--- src/rtl/scr_pkg.sv ---
package scr_pkg;

   typedef enum logic [1:0] {
      ST_IDLE  = 2'd0,
      ST_SCAN  = 2'd1,
      ST_DRAIN = 2'd2
   } frame_state_e;

   localparam int MIN_LINE_W  = 2;
   localparam int MAX_LINE_W  = 16;
   localparam int MIN_WIDTH_W = 1;
   localparam int MAX_WIDTH_W = 16;

endpackage

--- src/rtl/scr_line_counter.sv ---
module scr_line_counter #(
   parameter int LINE_W = 12
) (
   input  logic              clk,
   input  logic              rst_n,
   input  logic              clear,
   input  logic              advance,
   input  logic [LINE_W-1:0] height,
   output logic [LINE_W-1:0] cur,
   output logic              is_last
);

   localparam logic [LINE_W-1:0] ONE = LINE_W'(1);

   logic [LINE_W-1:0] cur_q;

   always_ff @(posedge clk) begin
      if (!rst_n) begin
         cur_q <= '0;
      end else if (clear) begin
         cur_q <= '0;
      end else if (advance) begin
         cur_q <= cur_q + ONE;
      end
   end

   assign cur     = cur_q;
   assign is_last = (cur_q == (height - ONE));

endmodule

--- src/rtl/scr_run_tracker.sv ---
module scr_run_tracker #(
   parameter int LINE_W = 12
) (
   input  logic              clk,
   input  logic              rst_n,
   input  logic              clear,
   input  logic              take,
   input  logic              dirty,
   input  logic [LINE_W-1:0] cur,
   input  logic              is_last,
   input  logic [LINE_W-1:0] height,
   output logic              emit,
   output logic [LINE_W-1:0] emit_y,
   output logic [LINE_W-1:0] emit_cnt
);

   logic              open_q;
   logic [LINE_W-1:0] start_q;
   logic              close_on_clean;
   logic              flush_at_end;

   assign close_on_clean = !dirty && open_q;
   assign flush_at_end   = is_last && (dirty || open_q);
   assign emit           = take && (close_on_clean || flush_at_end);
   assign emit_y         = open_q ? start_q : cur;

   always_comb begin
      if (!dirty) begin
         emit_cnt = cur - start_q;
      end else begin
         emit_cnt = height - emit_y;
      end
   end

   always_ff @(posedge clk) begin
      if (!rst_n) begin
         open_q  <= 1'b0;
         start_q <= '0;
      end else if (clear) begin
         open_q  <= 1'b0;
         start_q <= '0;
      end else if (take) begin
         open_q <= dirty && !is_last;
         if (dirty && !open_q) begin
            start_q <= cur;
         end
      end
   end

endmodule

--- src/rtl/scr_rect_reg.sv ---
module scr_rect_reg #(
   parameter int LINE_W = 12
) (
   input  logic              clk,
   input  logic              rst_n,
   input  logic              load,
   input  logic [LINE_W-1:0] in_y,
   input  logic [LINE_W-1:0] in_cnt,
   input  logic              out_ready,
   output logic              out_valid,
   output logic [LINE_W-1:0] out_y,
   output logic [LINE_W-1:0] out_cnt
);

   logic              valid_q;
   logic [LINE_W-1:0] y_q;
   logic [LINE_W-1:0] cnt_q;

   always_ff @(posedge clk) begin
      if (!rst_n) begin
         valid_q <= 1'b0;
         y_q     <= '0;
         cnt_q   <= '0;
      end else if (load) begin
         valid_q <= 1'b1;
         y_q     <= in_y;
         cnt_q   <= in_cnt;
      end else if (valid_q && out_ready) begin
         valid_q <= 1'b0;
      end
   end

   assign out_valid = valid_q;
   assign out_y     = y_q;
   assign out_cnt   = cnt_q;

endmodule

--- src/rtl/scan_run_coalescer.sv ---
module scan_run_coalescer #(
   parameter int LINE_W  = 12,
   parameter int WIDTH_W = 16
) (
   input  logic               clk,
   input  logic               rst_n,
   input  logic               frame_start,
   input  logic [LINE_W-1:0]  frame_height,
   input  logic [WIDTH_W-1:0] mode_width,
   input  logic               full_req,
   input  logic               line_valid,
   input  logic               line_dirty,
   output logic               line_ready,
   output logic               rect_valid,
   input  logic               rect_ready,
   output logic [WIDTH_W-1:0] rect_x,
   output logic [WIDTH_W-1:0] rect_w,
   output logic [LINE_W-1:0]  rect_y,
   output logic [LINE_W-1:0]  rect_count,
   output logic               frame_done
);
   import scr_pkg::*;

   generate
      if (LINE_W < MIN_LINE_W || LINE_W > MAX_LINE_W) begin : g_bad_line_w
         $error("scan_run_coalescer: LINE_W out of range");
      end
      if (WIDTH_W < MIN_WIDTH_W || WIDTH_W > MAX_WIDTH_W) begin : g_bad_width_w
         $error("scan_run_coalescer: WIDTH_W out of range");
      end
   endgenerate

   frame_state_e       state_q;
   logic [LINE_W-1:0]  height_q;
   logic [WIDTH_W-1:0] width_q;

   logic              start_ok;
   logic              full_load;
   logic              line_take;
   logic [LINE_W-1:0] cur_line;
   logic              last_line;
   logic              run_emit;
   logic [LINE_W-1:0] run_y;
   logic [LINE_W-1:0] run_cnt;
   logic              load;
   logic [LINE_W-1:0] load_y;
   logic [LINE_W-1:0] load_cnt;

   assign start_ok   = frame_start && (state_q == ST_IDLE);
   assign full_load  = start_ok && full_req && (frame_height != '0);
   assign line_ready = (state_q == ST_SCAN) && !rect_valid;
   assign line_take  = line_valid && line_ready;
   assign frame_done = (state_q == ST_DRAIN) && !rect_valid;

   always_ff @(posedge clk) begin
      if (!rst_n) begin
         state_q  <= ST_IDLE;
         height_q <= '0;
         width_q  <= '0;
      end else begin
         case (state_q)
            ST_IDLE: begin
               if (start_ok) begin
                  height_q <= frame_height;
                  width_q  <= mode_width;
                  if (frame_height == '0 || full_req) begin
                     state_q <= ST_DRAIN;
                  end else begin
                     state_q <= ST_SCAN;
                  end
               end
            end
            ST_SCAN: begin
               if (line_take && last_line) begin
                  state_q <= ST_DRAIN;
               end
            end
            ST_DRAIN: begin
               if (!rect_valid) begin
                  state_q <= ST_IDLE;
               end
            end
            default: state_q <= ST_IDLE;
         endcase
      end
   end

   scr_line_counter #(.LINE_W(LINE_W)) u_lines (
      .clk     (clk),
      .rst_n   (rst_n),
      .clear   (start_ok),
      .advance (line_take),
      .height  (height_q),
      .cur     (cur_line),
      .is_last (last_line)
   );

   scr_run_tracker #(.LINE_W(LINE_W)) u_runs (
      .clk      (clk),
      .rst_n    (rst_n),
      .clear    (start_ok),
      .take     (line_take),
      .dirty    (line_dirty),
      .cur      (cur_line),
      .is_last  (last_line),
      .height   (height_q),
      .emit     (run_emit),
      .emit_y   (run_y),
      .emit_cnt (run_cnt)
   );

   assign load     = run_emit || full_load;
   assign load_y   = full_load ? '0 : run_y;
   assign load_cnt = full_load ? frame_height : run_cnt;

   scr_rect_reg #(.LINE_W(LINE_W)) u_out (
      .clk       (clk),
      .rst_n     (rst_n),
      .load      (load),
      .in_y      (load_y),
      .in_cnt    (load_cnt),
      .out_ready (rect_ready),
      .out_valid (rect_valid),
      .out_y     (rect_y),
      .out_cnt   (rect_count)
   );

   assign rect_x = '0;
   assign rect_w = width_q;

endmodule

--- config.mk ---
export PLATFORM = sky130hd
export DESIGN_NAME = scan_run_coalescer
export DESIGN_NICKNAME = d
export VERILOG_FILES = /design/src/rtl/scr_pkg.sv /design/src/rtl/scr_line_counter.sv /design/src/rtl/scr_run_tracker.sv /design/src/rtl/scr_rect_reg.sv /design/src/rtl/scan_run_coalescer.sv
export SDC_FILE = /design/constraint.sdc
export NUM_CORES = 1
export LEC_CHECK = 0
export ABC_AREA = 1
export CAP_MARGIN = 20
export CORE_ASPECT_RATIO = 0.5
export CORE_MARGIN = 1.5
export CORE_UTILIZATION = 30
export CTS_BUF_LIST = sky130_fd_sc_hd__clkbuf_4
export DETAILED_ROUTE_END_ITERATION = 8
export GPL_TIMING_DRIVEN = 0
export PLACE_DENSITY = 0.58
export SLEW_MARGIN = 20
export SYNTH_ARGS = -nofsm -noshare
export SYNTH_HDL_FRONTEND = slang
export SYNTH_SLANG_ARGS = --single-unit
--- constraint.sdc ---
create_clock -name clk -period 4.7 [get_ports clk]
set_input_delay 0.94 -clock clk [delete_from_list [all_inputs] [get_ports clk]]
set_output_delay 0.94 -clock clk [all_outputs]
set_load 0.01 [all_outputs]
## Word-level counts from Yosys, hierarchy flattened

Cells that the tools add are included.

- Memory bits (writable): 0
- ROM bits: 0
- Register bits after elaboration: 80
- Input port bits: 35
- Logic and storage cells: 60
- Memories: 0
- Latch bits: 0
- Output and inout port bits: 59

- Shift operators: 0
- Magnitude comparators: 0
- Bitwise logic cells: 1
- Mux-type cells: 11
- Add/subtract/negate cells: 4
- Equality and inequality tests: 6
- Multipliers: 0
- Reduce and logical (&&, ||, !) cells: 29
- Divide/modulo/power cells: 0

Operators with widths:

| kind | count |
|---|---|
| 2-to-1 mux 12 bit | 4 |
| subtractor 12 bit | 2 |
| logical AND 1 bit | 13 |
| adder 12 x 1 -> 12 bit, second input constant | 1 |
| == test 12 bit | 1 |
| logical NOT 12 bit | 1 |
| nonzero test 12 bit | 1 |
| subtractor 12 x 1 -> 12 bit, second input constant | 1 |
| 2-to-1 mux 2 bit | 4 |
| one-hot mux 2 bit (3 select lines) | 1 |
| logical NOT 1 bit | 4 |
| logical OR 1 bit | 4 |
| inequality test 2 bit, second input constant | 2 |
| AND reduction 2 bit | 2 |
| AND reduction 3 bit | 1 |
| == test 2 x 1 -> 1 bit, second input constant | 1 |
| == test 2 bit, second input constant | 1 |
| logical NOT 2 bit | 1 |
| 2-to-1 mux 1 bit | 2 |
| inequality test 2 x 1 -> 1 bit, second input constant | 1 |
| nonzero test 2 bit | 1 |
| OR reduction 2 bit | 1 |
| inverter 1 bit | 1 |

## Longest topological paths before layout

- Depth in word-level cells: 7
- Depth in mapped cells: 17
- Depth with buffers taken out: 16

## By module

Synthesis repeated with hierarchy kept, for this count alone.

- Cells, all modules: 891
- Area, all modules: 5677.9 um^2

Modules (own cells, without submodules):

| module | instances | sequential area each (um^2) | area an instance (um^2) | cells an instance |
|---|---|---|---|---|
| scr_run_tracker | 1 | 260.2 | 2144.6 | 376 |
| scan_run_coalescer | 1 | 600.6 | 1631.6 | 234 |
| scr_line_counter | 1 | 240.2 | 1029.7 | 173 |
| scr_rect_reg | 1 | 500.5 | 872.1 | 108 |

## Least setup slack after synthesis

OpenSTA, ideal clock, no wires.

- Path type: reg2reg
- Start point: register u_runs.open_q
- End point: register u_out.cnt_q[8], in the netlist u_out.out_cnt[8]
- Path slack: 2.303 ns
- Period minus slack after synthesis: 2.397 ns
- Setup time: 0.115 ns
- Stages on the path, launching flop included: 16
- Data required time: 4.585 ns
- Buffers on the path: 2
- Arrival time: 2.282 ns
- Cells stage by stage: dfxtp_1 clkbuf_1 clkbuf_1 o21ai_0 ha_1 fa_1 inv_1 nand3_1 nand2_1 nand2_1 nand2_1 a21oi_1 o21ai_0 a31oi_1 a21oi_1 nor2_1

- Word-level cells in the longest chain between the ends: 5
- Elaborated cells between the ends (all ways): 10
- Classes of those cells: add/sub (1); mux (3); reduce/logical (6)

RTL lines:

| element | RTL line | RTL |
|---|---|---|
| start, declared | scr_run_tracker.sv:17 | `logic open_q;` |
| start signal, assigned | scr_run_tracker.sv:43 | `open_q <= dirty && !is_last;` |
| branches (longest 5 deep; another with subtractor 12 bit) | n/a |  |
| end signal, assigned | scr_rect_reg.sv:27 | `cnt_q <= in_cnt;` |
| end, declared | scr_rect_reg.sv:17 | `logic [LINE_W-1:0] cnt_q;` |

Several ways; the timed one is not identified.
A chain may end at the register's enable or synchronous reset.

## Worst setup path after layout

- Start point: register u_runs.open_q
- End point: register u_out.cnt_q[10], in the netlist u_out.out_cnt[10]

Same word-level chain as after synthesis.

==> results.toml <==
[placement]
gp_congestion = 0.904
hpwl_um = 13700
portBuffers = 76

[die]
fp.dieH_um = 95.7
rows = 33
dieArea_um2 = 18000
ios = 94
initial_utilization_pct = 31.0
core_area_um2 = 16600
die_x_um = 188

[synth]
synth-compound-area-share_pct = 17.3
synth_area_leaders = "dfxtp_1 (31%), nand2_1 (11%), o21ai_0 (8.4%), nor2_1 (8.2%), a21oi_1 (7.0%)"
netlist-cell-type-count = 35
yosysTopAreaCell = "dfxtp_1"
synth_top_family_by_area = "simple AND/OR/NAND/NOR gates"
syn-cell-area_um2 = 5150
ys_seq_area_share_pct = 31.1
netlist.area_leader.share_pct = 31.1
syn_avg_cell_area_um2 = 6.46
synth_ff_type = "dfxtp_1"
yosysWarnings = 0
synth-edff-count = 0
synthCells = 797
synth-simple-area-share_pct = 32.1
synth-seq-cells = 80
muxShareOfSynthArea_pct = 0
synth-async-reset-ratio_pct = 0
synthXorXnorAreaFrac_pct = 2.21
yosys.area_share.adder_pct = 6.61

[setup_path]
r2r_start = "u_runs.open_q"
r2r_setup_slack_ps = 1540
path_max_fanout = 10
cp-start-kind = "register"
cp_common_cell = "nand2_1"
r2r_cells = 15
cp_cell_sequence = "clkbuf_1 > clkbuf_1 > o21ai_0 > ha_1 > nand2_1 > o21ai_0 > nand2_1 > nand3_1 > nand2_1 > nand3_1 > o21ai_0 > nand2_1 > nand2_1 > a21oi_1 > nor2_1"
slowest_delay_ps = 450
crit_type = "reg -> reg"
crit_required_ps = 5070
endpoint_kind = "register"
arrival_ps = 3540
r2r_end = "u_out.out_cnt[10]"
crit_path_top_delay_cell = "ha_1"

[route]
routed_wirelength_um = 17000
drtIter0Drc = 422
wl_per_cell_um = 15.0
viasPerCell = 4.81
drcViolationCount = 0
drtPass1Iterations = 5
num_vias = 5439
antenna_left = 0

[power_and_ir_drop]
total_power_mw = 1.85
leakage_nw = 2.79
p_per_area_nw_per_um2 = 291
irDropWorstVdd_uv = 127

[cts]
cts.htree.levels = 3
post_cts_buffers = 0
cts-resized-gates = 0
path_clk_slew_ps = 150
cts_sinks = 80
cts_made_buffers = 9
root_buffer = "clkbuf_4"
postCtsHoldBufs = 0
clk_latency_ps = 470
clk_path_buf_depth = 2
cts_tree = "yes"

[timing]
period_needed_ps = 3160
clock_skew_ps = 26.2
hold_viol_final = 0
rsz0062_at_grt = "false"
fin_crit_sh_pct = 67.3
setup_violations = 0
tightest_slew_ps = 708
slew_viol_final = 0
fmax_ghz = 0.316
timing.slew.headroom_pct = 52.6
tns_ps = 0

[hold_path]
min_from = "u_out.out_y[1]"
whs_endpoint = "u_out.out_y[1]"
min-delay-path-class = "reg -> reg"
holdPathStages = 2

[layout]
fin_util_pct = 38.4
fillers = 1792
drive_above_1_share_pct = 5.20
areaGrowthSynthToFinish_pct = 23.7
fin_nets = 960
num_antenna_cells = 0

[grt]
grt_use_total_pct = 19.5
grt_max_degree = 15
grt_antenna_before_repair = 0
overflow = 0
grt_pass1_vias = 4952
grt_first_pass_wirelength_um = 26900

[status]
status = "completed"

[run]
cap_violations = 0
==> cell families (layout without fill, tap and decap cells) <==
group,after synthesis,in the layout
xor gates and xnor gates,13,13
DFF,80,80
other,1,16
AOI/OAI and AO/OA,173,173
adders and majority gates,26,26
and+or+nand+nor,380,380
buffers and inverters,124,216
==> state kept, by name, indices dropped and copies added (netlist names) <==
| name | flops |
|---|---|
| rect_w | 16 |
| u_runs.start_q | 12 |
| u_runs.open_q | 1 |
| u_out.out_cnt | 12 |
| u_out.out_valid | 1 |
| state_q | 2 |
| height_q | 12 |
| u_out.out_y | 12 |
| u_lines.cur | 12 |
==> worst max-delay path by stage <==
stage	startpoint	to	cells past startpoint
finish	u_runs.open_q	u_out.out_cnt[10]	15
global route	u_runs.open_q	u_out.out_cnt[10]	15
CTS	u_runs.open_q	u_out.out_cnt[10]	15
detailed placement	frame_height[3]	u_out.out_y[7]	8
global placement	frame_height[3]	u_out.out_valid	8
floorplan	u_runs.open_q	u_out.out_cnt[8]	15
==> routing by layer <==
layer / GRT usage (%) / routed length (um)
met2: 30.6 / 7010
met3: 4.01 / 1370
met4: 4.10 / 138
met5: 0 / 0
met1: 27.4 / 8490
==> final cells by class <==
class | instances | area [um2] | area share [%]
Buffer | 45 | 251 | 3.95
Timing Repair Buffer | 76 | 761 | 11.9
Clock inverter | 6 | 43.8 | 0.687
Multi-Input combinational cell | 608 | 3060 | 48.0
Inverter | 79 | 297 | 4.65
Sequential cell | 80 | 1600 | 25.1
Tap cell | 227 | 284 | 4.46
Clock buffer | 10 | 75.1 | 1.18
==> worst max-delay path: cells and delay by family, from the launching register on <==
family | cells | cell delay (ps)
buffers and inverters | 2 | 690
flip-flops | 1 | 330
AO/OA/AOI/OAI | 4 | 900
AND/OR/NAND/NOR | 8 | 700
adder cells (fa/ha/maj) | 1 | 450
==> power by group <==
group          internal [mW]  switching (mW)  total, mW
combinational          0.275           0.419      0.695
clock                  0.115           0.273      0.388
sequential             0.728          0.0429      0.771
==> metrics by stage <==
stage	setup WS (ps)	cells	hold slack (ps)	instance area (um2)
after floorplan	2300	812	452	5210
after global placement	1600	1115	462	6250
after detailed placement	1550	1115	473	6250
after CTS	1640	1131	499	6370
after global routing	1270	1131	511	6370
final	1540	1131	493	6370
==> synthesized netlist by cell type, types with 3 or more instances <==
library cell and n:
a21oi_1 72, a31oi_1 6, buf_4 17, clkbuf_1 21, dfxtp_1 80, ha_1 24
inv_1 78, nand2_1 157, nand3_1 59, nand3b_1 15, nand4_1 8, nor2_1 112
nor2_2 5, nor3_1 12, nor4_1 5, o21ai_0 86, o21bai_1 3, xnor2_1 3
xor2_1 10
==> layout by cell type, fill, tap and decap left out, drive strengths merged <==
| cell type | synthesis | final |
|---|---|---|
| nor2 | 117 | 117 |
| o21a | 1 | 1 |
| xnor2 | 3 | 3 |
| a31oi | 6 | 6 |
| clkinvlp | 0 | 3 |
| inv | 78 | 79 |
| o21bai | 3 | 3 |
| dfxtp | 80 | 80 |
| a21oi | 72 | 72 |
| nor4 | 5 | 5 |
| clkbuf | 22 | 32 |
| fa | 2 | 2 |
| clkdlybuf4s50 | 0 | 76 |
| nor3 | 13 | 13 |
| ha | 24 | 24 |
| a21o | 2 | 2 |
| o22ai | 2 | 2 |
| xor2 | 10 | 10 |
| nand3 | 60 | 60 |
| clkinv | 1 | 3 |
| nand4 | 8 | 8 |
| nand2 | 160 | 160 |
| o21ai | 87 | 87 |
| nand3b | 15 | 15 |
| buf | 23 | 23 |
| nor3b | 2 | 2 |
| conb | 1 | 16 |
No activity file was read; power rests on OpenSTA's default activity.
